===== src/rtl/irqc_pkg.sv =====
package irqc_pkg;
  localparam int LVL_W = 6;

  // true when candidate a is strictly more urgent than candidate b
  function automatic logic more_urgent(input logic a_nmi, input logic [LVL_W-1:0] a_lvl,
                                       input logic b_nmi, input logic [LVL_W-1:0] b_lvl);
    return {a_nmi, a_lvl} > {b_nmi, b_lvl};
  endfunction
endpackage


===== src/rtl/irqc_cfg_regs.sv =====
module irqc_cfg_regs
  import irqc_pkg::*;
#(
  parameter int NUM_LINES = 8,
  parameter int ADDR_W    = 32,
  parameter int RSET_W    = 3,
  localparam int IDX_W    = (NUM_LINES > 1) ? $clog2(NUM_LINES) : 1
) (
  input  logic              clk,
  input  logic              rst_n,
  input  logic              cfg_we,
  input  logic [IDX_W-1:0]  cfg_line,
  input  logic              cfg_en,
  input  logic              cfg_nmi,
  input  logic [LVL_W-1:0]  cfg_level,
  input  logic [RSET_W-1:0] cfg_rset,
  input  logic [ADDR_W-1:0] cfg_addr,
  output logic              en_q   [NUM_LINES],
  output logic              nmi_q  [NUM_LINES],
  output logic [LVL_W-1:0]  lvl_q  [NUM_LINES],
  output logic [RSET_W-1:0] rset_q [NUM_LINES],
  output logic [ADDR_W-1:0] addr_q [NUM_LINES]
);

  for (genvar g = 0; g < NUM_LINES; g++) begin : g_line
    logic hit;
    assign hit = cfg_we && (cfg_line == IDX_W'(g));

    always_ff @(posedge clk or negedge rst_n) begin
      if (!rst_n) begin
        en_q[g]   <= 1'b0;
        nmi_q[g]  <= 1'b0;
        lvl_q[g]  <= '0;
        rset_q[g] <= '0;
        addr_q[g] <= '0;
      end else if (hit) begin
        en_q[g]   <= cfg_en;
        nmi_q[g]  <= cfg_nmi;
        lvl_q[g]  <= cfg_level;
        rset_q[g] <= cfg_rset;
        addr_q[g] <= cfg_addr;
      end
    end
  end


  cfg_store_chk: assert property (@(posedge clk) disable iff (!rst_n)
    cfg_we |=> (lvl_q[$past(cfg_line)] == $past(cfg_level)) &&
               (addr_q[$past(cfg_line)] == $past(cfg_addr)) &&
               (en_q[$past(cfg_line)] == $past(cfg_en)));

endmodule


===== src/rtl/irqc_local_pick.sv =====
module irqc_local_pick
  import irqc_pkg::*;
#(
  parameter int NUM_LINES = 8,
  parameter int ADDR_W    = 32,
  parameter int RSET_W    = 3,
  localparam int IDX_W    = (NUM_LINES > 1) ? $clog2(NUM_LINES) : 1
) (
  input  logic              clk,
  input  logic              rst_n,
  input  logic [NUM_LINES-1:0] irq,
  input  logic              en_q   [NUM_LINES],
  input  logic              nmi_q  [NUM_LINES],
  input  logic [LVL_W-1:0]  lvl_q  [NUM_LINES],
  input  logic [RSET_W-1:0] rset_q [NUM_LINES],
  input  logic [ADDR_W-1:0] addr_q [NUM_LINES],
  output logic              loc_valid,
  output logic              loc_nmi,
  output logic [LVL_W-1:0]  loc_level,
  output logic [RSET_W-1:0] loc_rset,
  output logic [ADDR_W-1:0] loc_addr
);

  logic [NUM_LINES-1:0] active;
  logic [IDX_W-1:0]     win_idx;

  for (genvar g = 0; g < NUM_LINES; g++) begin : g_act
    assign active[g] = irq[g] && en_q[g];
  end

  // ascending scan with strict compare: lowest index keeps a tie
  always_comb begin
    loc_valid = 1'b0;
    win_idx   = '0;
    loc_nmi   = 1'b0;
    loc_level = '0;
    for (int i = 0; i < NUM_LINES; i++) begin
      if (active[i] && (!loc_valid || more_urgent(nmi_q[i], lvl_q[i], loc_nmi, loc_level))) begin
        loc_valid = 1'b1;
        win_idx   = IDX_W'(i);
        loc_nmi   = nmi_q[i];
        loc_level = lvl_q[i];
      end
    end
  end

  assign loc_rset = rset_q[win_idx];
  assign loc_addr = addr_q[win_idx];


  winner_enabled_chk: assert property (@(posedge clk) disable iff (!rst_n)
    loc_valid |-> (en_q[win_idx] && irq[win_idx]));

endmodule


===== src/rtl/irqc_chain_merge.sv =====
module irqc_chain_merge
  import irqc_pkg::*;
#(
  parameter int ADDR_W = 32,
  parameter int RSET_W = 3
) (
  input  logic              clk,
  input  logic              rst_n,
  input  logic              loc_valid,
  input  logic              loc_nmi,
  input  logic [LVL_W-1:0]  loc_level,
  input  logic [RSET_W-1:0] loc_rset,
  input  logic [ADDR_W-1:0] loc_addr,
  input  logic              up_valid,
  input  logic              up_nmi,
  input  logic [LVL_W-1:0]  up_level,
  input  logic [RSET_W-1:0] up_rset,
  input  logic [ADDR_W-1:0] up_addr,
  output logic              out_valid,
  output logic              out_nmi,
  output logic [LVL_W-1:0]  out_level,
  output logic [RSET_W-1:0] out_rset,
  output logic [ADDR_W-1:0] out_addr
);

  logic take_up;
  assign take_up = up_valid &&
                   (!loc_valid || more_urgent(up_nmi, up_level, loc_nmi, loc_level));

  always_ff @(posedge clk or negedge rst_n) begin
    if (!rst_n) begin
      out_valid <= 1'b0;
      out_nmi   <= 1'b0;
      out_level <= '0;
      out_rset  <= '0;
      out_addr  <= '0;
    end else begin
      out_valid <= loc_valid || up_valid;
      if (take_up) begin
        out_nmi   <= up_nmi;
        out_level <= up_level;
        out_rset  <= up_rset;
        out_addr  <= up_addr;
      end else begin
        out_nmi   <= loc_nmi;
        out_level <= loc_level;
        out_rset  <= loc_rset;
        out_addr  <= loc_addr;
      end
    end
  end


  idle_out_chk: assert property (@(posedge clk) disable iff (!rst_n)
    (!loc_valid && !up_valid) |=> !out_valid);


  up_nmi_wins_chk: assert property (@(posedge clk) disable iff (!rst_n)
    (up_valid && up_nmi && !(loc_valid && loc_nmi)) |=> (out_valid && out_nmi));


  local_tie_chk: assert property (@(posedge clk) disable iff (!rst_n)
    (loc_valid && up_valid && up_nmi == loc_nmi && up_level == loc_level)
      |=> (out_addr == $past(loc_addr)));


  passthru_chk: assert property (@(posedge clk) disable iff (!rst_n)
    (up_valid && !loc_valid) |=> (out_valid && out_addr == $past(up_addr) &&
                                  out_rset == $past(up_rset)));

endmodule


===== src/rtl/irq_chain_ctrl.sv =====
module irq_chain_ctrl
  import irqc_pkg::*;
#(
  parameter int NUM_LINES = 8,
  parameter int ADDR_W    = 32,
  parameter int RSET_W    = 3,
  localparam int IDX_W    = (NUM_LINES > 1) ? $clog2(NUM_LINES) : 1
) (
  input  logic                 clk,
  input  logic                 rst_n,
  input  logic [NUM_LINES-1:0] irq,
  input  logic                 cfg_we,
  input  logic [IDX_W-1:0]     cfg_line,
  input  logic                 cfg_en,
  input  logic                 cfg_nmi,
  input  logic [LVL_W-1:0]     cfg_level,
  input  logic [RSET_W-1:0]    cfg_rset,
  input  logic [ADDR_W-1:0]    cfg_addr,
  input  logic                 up_valid,
  input  logic                 up_nmi,
  input  logic [LVL_W-1:0]     up_level,
  input  logic [RSET_W-1:0]    up_rset,
  input  logic [ADDR_W-1:0]    up_addr,
  output logic                 out_valid,
  output logic                 out_nmi,
  output logic [LVL_W-1:0]     out_level,
  output logic [RSET_W-1:0]    out_rset,
  output logic [ADDR_W-1:0]    out_addr
);

  logic              en_q   [NUM_LINES];
  logic              nmi_q  [NUM_LINES];
  logic [LVL_W-1:0]  lvl_q  [NUM_LINES];
  logic [RSET_W-1:0] rset_q [NUM_LINES];
  logic [ADDR_W-1:0] addr_q [NUM_LINES];

  logic              loc_valid;
  logic              loc_nmi;
  logic [LVL_W-1:0]  loc_level;
  logic [RSET_W-1:0] loc_rset;
  logic [ADDR_W-1:0] loc_addr;

  irqc_cfg_regs #(.NUM_LINES(NUM_LINES), .ADDR_W(ADDR_W), .RSET_W(RSET_W)) u_cfg (
    .clk(clk), .rst_n(rst_n),
    .cfg_we(cfg_we), .cfg_line(cfg_line), .cfg_en(cfg_en), .cfg_nmi(cfg_nmi),
    .cfg_level(cfg_level), .cfg_rset(cfg_rset), .cfg_addr(cfg_addr),
    .en_q(en_q), .nmi_q(nmi_q), .lvl_q(lvl_q), .rset_q(rset_q), .addr_q(addr_q)
  );

  irqc_local_pick #(.NUM_LINES(NUM_LINES), .ADDR_W(ADDR_W), .RSET_W(RSET_W)) u_pick (
    .clk(clk), .rst_n(rst_n), .irq(irq),
    .en_q(en_q), .nmi_q(nmi_q), .lvl_q(lvl_q), .rset_q(rset_q), .addr_q(addr_q),
    .loc_valid(loc_valid), .loc_nmi(loc_nmi), .loc_level(loc_level),
    .loc_rset(loc_rset), .loc_addr(loc_addr)
  );

  irqc_chain_merge #(.ADDR_W(ADDR_W), .RSET_W(RSET_W)) u_merge (
    .clk(clk), .rst_n(rst_n),
    .loc_valid(loc_valid), .loc_nmi(loc_nmi), .loc_level(loc_level),
    .loc_rset(loc_rset), .loc_addr(loc_addr),
    .up_valid(up_valid), .up_nmi(up_nmi), .up_level(up_level),
    .up_rset(up_rset), .up_addr(up_addr),
    .out_valid(out_valid), .out_nmi(out_nmi), .out_level(out_level),
    .out_rset(out_rset), .out_addr(out_addr)
  );

endmodule


===== config.mk =====
export PLATFORM = sky130hd
export DESIGN_NAME = irq_chain_ctrl
export DESIGN_NICKNAME = d
export VERILOG_FILES = /design/src/rtl/irqc_pkg.sv /design/src/rtl/irqc_cfg_regs.sv /design/src/rtl/irqc_local_pick.sv /design/src/rtl/irqc_chain_merge.sv /design/src/rtl/irq_chain_ctrl.sv
export SDC_FILE = /design/constraint.sdc
export NUM_CORES = 1
export LEC_CHECK = 0
export BUFFER_PORTS_ARGS = -buffer_cell sky130_fd_sc_hd__buf_2
export CAP_MARGIN = 20
export CORE_MARGIN = 3
export CORE_UTILIZATION = 60
export DETAILED_ROUTE_END_ITERATION = 6
export PLACE_DENSITY = 0.92
export SLEW_MARGIN = 0
export SYNTH_ARGS = -nofsm -noshare
export SYNTH_HDL_FRONTEND = slang
export SYNTH_SLANG_ARGS = --single-unit

===== constraint.sdc =====
create_clock -name clk -period 40 [get_ports clk]
set_input_delay 6 -clock clk [delete_from_list [all_inputs] [get_ports clk]]
set_output_delay 6 -clock clk [all_outputs]
set_load 0.02 [all_outputs]

; Word level (Yosys, flattened, before mapping)
; Cells that the tools add are included.
[word_totals]
out_inout_bits = 43
register_bits = 387
word_cells = 145
latchBits = 0
n_memories = 0
mem_bits_ro = 0
in_bits = 100
ramBits = 0
[op_classes]
n_mul = 0
n_bitwise = 1
add_sub_neg = 0
reduce_logical = 42
n_div = 0
n_shift = 0
magnitude_cmp = 9
eq_ne = 7
n_mux = 41
[ops]
columns = op, count
row1 = binary-select mux 32 bit (select 3 bit), 1
row2 = two-way mux 32 bit, 3
row3 = > comparator 7 bit, 8
row4 = two-way mux 6 bit, 9
row5 = logical AND 1 bit, 24
row6 = two-way mux 3 bit, 7
row7 = two-way mux 1 bit, 18
row8 = == test 3 bit (second input constant), 4
row9 = binary-select mux 3 bit (select 3 bit), 1
row10 = logical OR 1 bit, 9
row11 = zero test 1 bit, 8
row12 = == test 3 x 2 -> 1 bit (second input constant), 2
row13 = greater-or-equal comparator 4 bit (second input constant), 1
row14 = two-way mux 2 bit, 2
row15 = inverter 3 -> 4 bit, 1
row16 = == test 3 x 1 -> 1 bit (second input constant), 1
row17 = zero test 3 bit, 1

; Logic depth before layout (Yosys ltp)
; Gate-level depths: netlist of the first run.
[logic_depth]
word_depth = 35
depth_mapped = 75
mapped_depth_nobuf = 65

; Modules after synthesis
; A second synthesis of the first run with hierarchy kept.
[unflattened]
hier_cells = 1669
hier_area_um2 = 20474.6
[by_module_without_submodules]
columns = module, area_each_um2, cells_each, seq_area_each_um2, n_inst
row1 = irqc_cfg_regs, 12868.6, 735, 8608.3, 1
row2 = irqc_local_pick, 5660.4, 819, 0.0, 1
row3 = irqc_chain_merge, 1945.6, 115, 1076.0, 1

; Least setup slack after synthesis of the first run
; No wires, ideal clock.
[synth_path]
path_type = input to register
start = input port irq[0]
end = register u_merge.out_addr[10]
cell_stages = 70
arrival_ns = 19.504
t_required_ns = 39.934
setup_time_ns = 0.066
path_slack_ns = 20.430
cell_sequence = and2_1 > buf_6 > nand2_1 > ha_1 > nor2b_1 > o21ai_0 > a21oi_1 > or2_1 > clkbuf_1 > and2_0 > clkbuf_1 > a21boi_0 > ha_1 > nor2b_1 > o21ai_0 > a21oi_1 > o41ai_2 > clkbuf_1 > (+34 left out) > a2111o_1 > o211ai_1 > a21o_1 > clkbuf_1 > clkbuf_1 > a21boi_0 > ha_1 > nor2b_1 > o21a_1 > o21a_1 > o21ai_0 > a21oi_1 > o21a_1 > buf_2 > nand3b_1 > buf_2 > nor4_1 > a221o_1
[synth_via]
elab_chain_len = 35
elab_cells_between_ends = 69
classes_between = 8 x order compare / 35 x mux / 1 x bitwise / 25 x reduce/logical
[synth_lines]
columns = element, line_no
row1 = "start, declared", irq_chain_ctrl.sv:11  ; input logic [NUM_LINES-1:0] irq,
row2 = logical AND 1 bit *, irqc_local_pick.sv:28  ; assign active[g] = irq[g] && en_q[g];
row3 = "parallel branches: the longest is 33 deep, another holds > comparator 7 bit", -
row4 = two-way mux 32 bit *, irqc_chain_merge.sv:39  ; if (take_up) begin
row5 = "end signal, assigned", irqc_chain_merge.sv:43  ; out_addr <= up_addr;
row6 = "end signal, assigned", irqc_chain_merge.sv:48  ; out_addr <= loc_addr;
row7 = "end, declared", irqc_chain_merge.sv:23  ; output logic [ADDR_W-1:0] out_addr
; Every way passes the cells marked *. The select of a mux whose other input is x is not followed.
; A chain may end at the register's enable or synchronous reset.

; Worst setup path after layout of the first run
[layout_path]
start = input port irq[0]
end = register u_merge.out_addr[0]
; Same word-level chain as after synthesis.

==> results of run 1 <==
-- how the worst max path moves through the flow --
stage | from | endpoint | slack [ns] | depth (start not counted)
after floorplan | irq[0] | u_merge.out_addr[10] | 20.43 | 70
after global placement | irq[0] | u_merge.out_addr[4] | 18.40 | 67
after detailed placement | irq[0] | u_merge.out_addr[2] | 17.96 | 68
after CTS | irq[0] | u_merge.out_addr[2] | 18.40 | 68
after global routing | irq[0] | u_merge.out_addr[2] | 16.86 | 68
final | irq[0] | u_merge.out_addr[0] | 18.03 | 68
-- cells by family after synthesis --
| kind of cell | count (synthesis) | synth area share, % |
|---|---|---|
| flip-flops | 387 | 52.2 |
| AND/OR/NAND/NOR | 346 | 8.37 |
| multiplexers | 345 | 20.9 |
| AO/OA/AOI/OAI | 288 | 11.9 |
| buffers and inverters | 118 | 2.81 |
| adder cells (fa/ha/maj) | 56 | 3.78 |
-- registers in the layout, summed over array words and instances, names as in the netlist --
register,cells
u_cfg.addr_q,256
u_cfg.lvl_q,48
u_merge.out_addr,32
u_cfg.rset_q,24
u_cfg.en_q,8
u_cfg.nmi_q,8
u_merge.out_level,6
u_merge.out_rset,3
u_merge.out_nmi,1
u_merge.out_valid,1
-- worst max-delay path: cells and delay by family --
family | cells | cell delay [ns]
adders and majority gates | 8 | 2.40
buffers and inverters | 5 | 1.51
AOI/OAI and AO/OA | 41 | 9.80
and+or+nand+nor | 14 | 2.66
-- per-layer routing --
metal / vias to the layer above / global-route usage [%] / part of all wire, %
li1: 5929 / - / -
met1: 7059 / 41.1 / 39
met2: 845 / 49.6 / 47
met3: 225 / 5.83 / 9.2
met4: 6 / 15.8 / 4.6
met5: - / 0 / 0.071
-- Yosys cell counts, types with 20 or more instances --
master,instances
dfrtp_1,387
a221o_1,42
a221oi_1,26
nor2_1,117
mux2_2,342
nand2_1,111
o22ai_1,40
nand3_1,41
buf_2,20
a21oi_1,52
clkbuf_1,68
ha_1,56
o21ai_0,30
nor4_1,32
-- per-stage QoR --
step | hold WS [ns] | power (W)
final | 0.505 | 0.00154
after global routing | 0.513 | 0.00161
after CTS | 0.506 | 0.00153
after detailed placement | 0.493 | 0.00116
after global placement | 0.485 | 0.00113
after floorplan | 0.474 | 0.000975
-- power by group through the flow --
stage	clock network [W]	registers, W	logic, W
detailed placement	0	0.000558	0.000601
global route	0.000375	0.000567	0.000669
floorplan	0	0.000565	0.000410
global placement	0	0.000551	0.000580
finish	0.000359	0.000558	0.000623
CTS	0.000360	0.000556	0.000612
-- cells in the final DEF, fill, tap and decap left out, drive strengths merged, types with 6 or more instances in the layout --
cell type	n
buf	165
a21oi	54
a31oi	12
ha	56
a221o	42
mux2	342
nand4	10
o22ai	40
nor4	32
a21boi	20
a21o	10
nor3	10
dfrtp	387
o221ai	7
o21ai	30
nand3	41
a221oi	35
clkbuf	53
nor2b	6
nor2	118
o211ai	6
nand2	111
inv	19
-- area by class of cell --
cell class	instances	area (um^2)	share of cell area, %
sequential	387	9680	46.5
multi-input combinational	1035	8410	40.4
clock buffer	53	1120	5.38
timing repair buffer	165	926	4.45
tap	390	488	2.34
clock inverter	10	123	0.589
inverter	18	67.6	0.324
antenna	3	7.51	0.0361
==> flow_summary.yaml, run 1 <==
run_status:
  outcome: "completed"
setup_path:
  r2r_start: "u_cfg.en_q[7]"
  cp_slowest_cell: "o311ai_1"
  cp.arrival_ns: 22.39
  regToRegEndpoint: "u_merge.out_addr[0]"
  cpMostUsedCell: "a21oi_1"
  criticalPathCategory: "input port to flip-flop"
  startpoint_type: "input port"
  critPathRequiredTime_ns: 40.42
  worst-r2r-cell-count: 67
  max_stage_delay_ns: 0.80
  critPathCaptureType: "flip-flop"
  path_max_fanout: 52
  r2r_slack_ns: 23.20
detailed_routing:
  route.detailed.drc: 0
  antenna_left: 0
  dr.pass1.iters: 6
  via_per_inst: 6.82
  wl_mm: 52.4
  wl_per_cell_um: 25.4
  drt_iter0_markers: 1300
  num_vias: 14100
job:
  maxCapViolCount: 0
final_layout:
  fillers: 1961
  fin_util_pct: 69.3
  nets: 1803
  design_area_um2: 20800
  stdcell_count: 2061
  drive_gt1_share_pct: 35.7
  area_growth_pct: 12.2
synthesis:
  synth_edf_count: 0
  synth_warnings: 0
  synth_area_um2: 18600
  yosysTopAreaCellShare_pct: 52.2
  syn_nets: 1696
  ys_seq_area_share_pct: 52.2
  synth_async_sr_flop_share_pct: 100
  synth_area_leaders: "dfrtp_1 52%, mux2_2 21%, ha_1 3.8%, nor2_1 2.4%, a221o_1 2.3%"
  synthDistinctLibCells: 61
  synthFlopType: "dfrtp_1"
  avgSynthCellArea_um2: 12.0
  ys_ff_latch: 387
  synth_cells: 1540
  synth_top_area_cell: "dfrtp_1"
pwr:
  pwr-share-comb_pct: 40.4
  worst_ir_drop_vdd_v: 0.0000477
  p_leak_nw: 9.23
  seq_power_share_pct: 36.2
  cellPowerDensity_nw_per_um2: 73.9
  swShare_pct: 38.6
  switchingPower_w: 0.000595
  clkPwrFrac_pct: 23.3
  internal_power_w: 0.000945
min_path:
  hold_class: "flip-flop to flip-flop"
  timing.hold.worst.start: "u_cfg.addr_q[142]"
  min_path_cells: 1
  holdPathEnd: "u_cfg.addr_q[142]"
global_route:
  grt_overflow: 0
  grt_usage_pct: 31.1
  grt_antenna_before_repair: 5
  grt_pass1_vias: 14800
  grt_pass1_wl_mm: 81.6
  grt_max_degree: 195
floorplanning:
  die_h_um: 182
  num_rows: 63
  initial_utilization_pct: 61.8
  dieArea_um2: 33100
  coreArea_um2: 30000
  chipWidth_um: 182
  ioPinCount: 143
sta:
  fin_crit_sh_pct: 54.9
  clock.fmax_mhz: 45.5
  setup_violations: 0
  clock_skew_ns: 0.0209
  min_period_ns: 21.97
  tightest_slew_ns: 1.09
  rsz0062_at_grt: "no"
  slew_headroom_pct: 27.4
  fin_ws_ns: 18.03
  hold_viol_final: 0
  setup_tns_ns: 0
  finalMaxSlewViolations: 0
clock_network:
  cts.sinks: 387
  numCtsBuffers: 40
  clock_latency_ns: 0.55
  cts_tree: "built"
  cts.path.max_buffers: 3
  clkSlewWorstSetupHoldPaths_ns: 0.06
  cts_hold_buffers: 0
  postCtsSetupRepairBufs: 0
  root_buffer: "clkbuf_16"
  htreeDepth: 2
  cts_resized: 0
placed_design:
  gp_congestion: 0.962
  place_inst: 1994
  dp_slack_ns: 17.96
  dp_hpwl_mm: 31.1
  numPortBuffers: 142
  dpl_cell_area_um2: 19500
(Power assumes the default switching activity.)
==> run 2: changes to the inputs <==
--- a/config.mk
+++ b/config.mk
@@ -8,9 +8,9 @@
 export BUFFER_PORTS_ARGS = -buffer_cell sky130_fd_sc_hd__buf_2
 export CAP_MARGIN = 20
 export CORE_MARGIN = 3
-export CORE_UTILIZATION = 60
+export CORE_UTILIZATION = 55
 export DETAILED_ROUTE_END_ITERATION = 6
-export PLACE_DENSITY = 0.92
+export PLACE_DENSITY = 0.89
 export SLEW_MARGIN = 0
 export SYNTH_ARGS = -nofsm -noshare
 export SYNTH_HDL_FRONTEND = slang
==> constraint.sdc (replaced) <==
create_clock -name clk -period 18.71 [get_ports clk]
set_input_delay 2.8065 -clock clk [delete_from_list [all_inputs] [get_ports clk]]
set_output_delay 2.8065 -clock clk [all_outputs]
set_load 0.02 [all_outputs]
==> flow_summary.yaml, run 2 (synthesis results as in run 1) <==
clock_network:
  root_buffer: "clkbuf_16"
  htreeDepth: 2
  cts_hold_buffers: 0
  cts.path.max_buffers: 3
  clkSlewWorstSetupHoldPaths_ns: 0.06
  cts.sinks: 387
  cts_tree: "built"
  numCtsBuffers: 40
  clock_latency_ns: 0.54
sta:
  finalMaxSlewViolations: 0
  slew_headroom_pct: 31.2
  min_period_ns: 17.40
  hold_ws_ns: 0.504
  clock.fmax_mhz: 57.5
  clock_skew_ns: 0.0211
  fin_crit_sh_pct: 93.0
  setup_violations: 0
  fin_ws_ns: 1.31
  hold_viol_final: 0
  setup_tns_ns: 0
  tightest_slew_ns: 1.03
  rsz0062_at_grt: "no"
detailed_routing:
  dr.pass1.iters: 5
  wl_per_cell_um: 23.7
  drt_iter0_markers: 1035
  antenna_left: 0
  via_per_inst: 6.48
  wl_mm: 50.3
  num_vias: 13800
  route.detailed.drc: 0
global_route:
  grt_usage_pct: 27.8
  grt_max_degree: 180
  grt_antenna_before_repair: 3
  grt_pass1_vias: 14400
  grt_pass1_wl_mm: 79.1
  grt_overflow: 0
setup_path:
  max_stage_delay_ns: 0.51
  startpoint_type: "input port"
  cp.arrival_ns: 17.82
  path_max_fanout: 38
  worst-r2r-cell-count: 66
  cp_slowest_cell: "o41a_1"
  critPathCaptureType: "flip-flop"
  critPathRequiredTime_ns: 19.13
  cpMostUsedCell: "a21oi_1"
  criticalPathCategory: "input port to flip-flop"
placed_design:
  gp_congestion: 0.929
  dp_slack_ns: 0.0761
  numPortBuffers: 142
  dp_hpwl_mm: 30.3
final_layout:
  mostFrequentLayoutCell: "dfrtp_1"
  largest_reg_flops: 256
  area_growth_pct: 13.2
  top_register: "u_cfg.addr_q"
  nets: 1807
  layout_common_cells: "387 x dfrtp_1, 342 x mux2_2, 141 x buf_2"
  largest_registers: "u_cfg.addr_q: 256 flops, u_cfg.lvl_q: 48 flops, u_merge.out_addr: 32 flops"
  drive_gt1_share_pct: 36.0
pwr:
  p_leak_nw: 9.28
  finalPower_w: 0.00328
  cellPowerDensity_nw_per_um2: 156
  worst_ir_drop_vdd_v: 0.0000971
job:
  maxCapViolCount: 0
floorplanning:
  num_rows: 66
  die_h_um: 190
  dieArea_um2: 36000
  chipWidth_um: 190
  initial_utilization_pct: 56.4
  coreArea_um2: 32900
  ioPinCount: 143
min_path:
  hold_class: "flip-flop to flip-flop"
  min_path_cells: 1
run_status:
  outcome: "completed"
## run 2: cell count changes in the layout (fill, tap and decap cells not counted), moves of 2 or more
| cell | change |
|---|---|
| buf_4 | +4 |
| bufinv_16 | +2 |
| clkbuf_1 | +3 |
| inv_6 | +2 |
| nand2_1 | +2 |
| nand2_2 | -2 |
## run 2: what timing repair did
item / CTS / global route
setup endpoints to repair: 0 / 42
resized for setup: 0 / 7
setup buffers: 0 / 0
## run 2: critical path, delay by kind of cell
family | cells | cell delay (ns)
buf+inv | 7 | 2.13
fa+ha+maj | 8 | 2.44
simple gates | 11 | 2.03
compound gates | 41 | 8.36
## run 2: report_power, final
part	total [W]	internal [W]	switching [W]
combinational	0.00131	0.000533	0.000775
sequential	0.00119	0.00105	0.000135
clock	0.000785	0.000460	0.000325
## run 2: final timing paths
check	from	to	slack, ns
setup / recovery	irq[0]	u_merge.out_addr[15]	1.31
hold / removal	u_cfg.addr_q[101]	u_cfg.addr_q[101]	0.50
setup reg to reg	u_cfg.en_q[7]	u_merge.out_addr[15]	3.30
hold reg to reg	u_cfg.addr_q[101]	u_cfg.addr_q[101]	0.50
max in group asynchronous	rst_n	u_cfg.nmi_q[6]	14.84
min in group asynchronous	rst_n	u_cfg.addr_q[111]	2.34
## run 2: metal layers
layer  GRT usage (%)  vias up  wire (um)
met2            46.3      669      24500
met4            10.8        4       1670
met3            4.94      133       4150
met1            36.6     7010      20000
met5               0        -         24
li1                -     5947          -
## run 2: layout make-up
cell class	instances	area, um^2
Clock buffer	55	1120
Sequential cell	387	9680
Antenna cell	3	7.51
Inverter	18	67.6
Clock inverter	14	171
Fill cell	2433	11900
Multi-Input combinational cell	1035	8440
Tap cell	442	553
Timing Repair Buffer	169	956
## run 2: through the flow
stage | std cells | util, % | instance area [um^2]
2_1_floorplan | 1540 | - | 18600
3_3_place_gp | 2050 | 59.7 | 19600
3_5_place_dp | 2050 | 59.7 | 19600
4_1_cts | 2119 | 63.7 | 20900
5_1_grt | 2121 | 63.9 | 21000
6_report | 2123 | 63.9 | 21000
==> run 3: changes to the inputs <==
--- a/config.mk
+++ b/config.mk
@@ -9,6 +9,9 @@
 export CAP_MARGIN = 20
 export CORE_MARGIN = 3
 export CORE_UTILIZATION = 55
+export CTS_BUF_LIST = sky130_fd_sc_hd__clkbuf_16
+export CTS_CLUSTER_DIAMETER = 120
+export CTS_CLUSTER_SIZE = 8
 export DETAILED_ROUTE_END_ITERATION = 6
 export PLACE_DENSITY = 0.89
 export SLEW_MARGIN = 0
==> flow_summary.yaml, run 3 (synthesis results as in run 1) <==
detailed_routing:
  wl_mm: 51.1
  antenna_left: 0
  dr.pass1.iters: 5
  num_vias: 13800
  route.detailed.drc: 0
  drt_iter0_markers: 1168
  wl_per_cell_um: 24.2
  via_per_inst: 6.54
setup_path:
  criticalPathCategory: "input port to flip-flop"
  r2r_slack_ns: 3.22
  cp_slowest_cell: "o41a_1"
  max_stage_delay_ns: 0.52
  path_delay_family: "compound AO/OA/AOI/OAI gates"
  regToRegEndpoint: "u_merge.out_addr[11]"
  cp.arrival_ns: 17.91
  critPathCaptureType: "flip-flop"
  r2r_start: "u_cfg.en_q[7]"
  critPathRequiredTime_ns: 19.17
  path_max_fanout: 38
  worst-r2r-cell-count: 65
  startpoint_type: "input port"
  cp_num_buf_inv: 7
final_layout:
  regArea_um2: 9680
  largest_registers: "u_cfg.addr_q: 256 flops, u_cfg.lvl_q: 48 flops, u_merge.out_addr: 32 flops"
  multi_input_area_um2: 8440
  design_area_um2: 21100
  drive_gt1_share_pct: 36.0
  top_register: "u_cfg.addr_q"
  layout_common_cells: "387 x dfrtp_1, 342 x mux2_2, 141 x buf_2"
  fillers: 2371
  nets: 1821
  stdcell_count: 2109
  fin_util_pct: 64.3
  area_growth_pct: 13.8
  largest_reg_flops: 256
  mostFrequentLayoutCell: "dfrtp_1"
floorplanning:
  ioPinCount: 143
  chipWidth_um: 190
  coreArea_um2: 32900
  dieArea_um2: 36000
  num_rows: 66
  die_h_um: 190
  initial_utilization_pct: 56.4
clock_network:
  numCtsBuffers: 54
  cts.sinks: 387
  clkSlewWorstSetupHoldPaths_ns: 0.05
  cts_tree: "built"
  cts_resized: 0
  htreeDepth: 2
  postCtsSetupRepairBufs: 0
  root_buffer: "clkbuf_16"
  clock_latency_ns: 0.58
  cts.path.max_buffers: 3
  cts_hold_buffers: 0
placed_design:
  dp_slack_ns: 0.0761
  place_inst: 2050
  dp_hpwl_mm: 30.3
  gp_congestion: 0.929
  numPortBuffers: 142
  dpl_cell_area_um2: 19600
min_path:
  min_path_cells: 1
  timing.hold.worst.start: "u_cfg.addr_q[102]"
  holdPathEnd: "u_cfg.addr_q[102]"
  hold_class: "flip-flop to flip-flop"
sta:
  hold_viol_final: 0
  rsz0062_at_grt: "no"
  fin_crit_sh_pct: 93.3
  finalMaxSlewViolations: 0
  setup_violations: 0
  clock.fmax_mhz: 57.3
  setup_tns_ns: 0
  clock_skew_ns: 0.0343
  min_period_ns: 17.45
  fin_ws_ns: 1.26
  slew_headroom_pct: 31.3
  tightest_slew_ns: 1.03
pwr:
  cellPowerDensity_nw_per_um2: 159
  p_leak_nw: 9.34
  worst_ir_drop_vdd_v: 0.0000850
run_status:
  outcome: "completed"
global_route:
  grt_pass1_wl_mm: 80.2
  grt_usage_pct: 28.3
  grt_max_degree: 180
  grt_overflow: 0
  grt_antenna_before_repair: 3
  grt_pass1_vias: 14400
job:
  maxCapViolCount: 0
run 3: cell type report:
| class | count | area share [%] |
|---|---|---|
| Tap cell | 442 | 2.62 |
| Timing Repair Buffer | 169 | 4.53 |
| Clock buffer | 54 | 6.40 |
| Inverter | 18 | 0.320 |
| Clock inverter | 3 | 0.320 |
| Antenna cell | 1 | 0.0118 |
| Sequential cell | 387 | 45.9 |
| Multi-Input combinational cell | 1035 | 39.9 |
run 3: through the flow:
step / power (W) / hold WS [ns]
after floorplan: 0.00208 / 0.474
after global placement: 0.00241 / 0.485
after detailed placement: 0.00247 / 0.491
after CTS: 0.00334 / 0.503
after global routing: 0.00353 / 0.513
final: 0.00335 / 0.502
run 3: worst max-delay path by stage:
stage / startpoint / end / slack [ns] / cells after the start
floorplan: irq[0] / u_merge.out_addr[10] / 2.33 / 70
global placement: irq[0] / u_merge.out_addr[7] / 0.66 / 67
detailed placement: irq[0] / u_merge.out_addr[15] / 0.08 / 66
CTS: irq[0] / u_merge.out_addr[25] / 0.61 / 66
global route: irq[0] / u_merge.out_addr[7] / 0.007 / 66
finish: irq[0] / u_merge.out_addr[11] / 1.26 / 66
run 3: per-layer routing:
| metal | GRT usage, % | vias to the layer above | routed length [um] |
|---|---|---|---|
| li1 | - | 5948 | - |
| met1 | 38.0 | 6989 | 20300 |
| met4 | 10.5 | 4 | 1650 |
| met5 | 0 | - | 27 |
| met2 | 47.2 | 709 | 25000 |
| met3 | 4.27 | 133 | 4140 |
run 3: power breakdown:
group	leakage (nW)	switching (W)	internal (W)	total (W)
Combinational	4.01	0.000780	0.000533	0.00131
Sequential	4.64	0.000136	0.00106	0.00119
Clock	0.688	0.000343	0.000506	0.000848
Total	9.34	0.00126	0.00210	0.00335
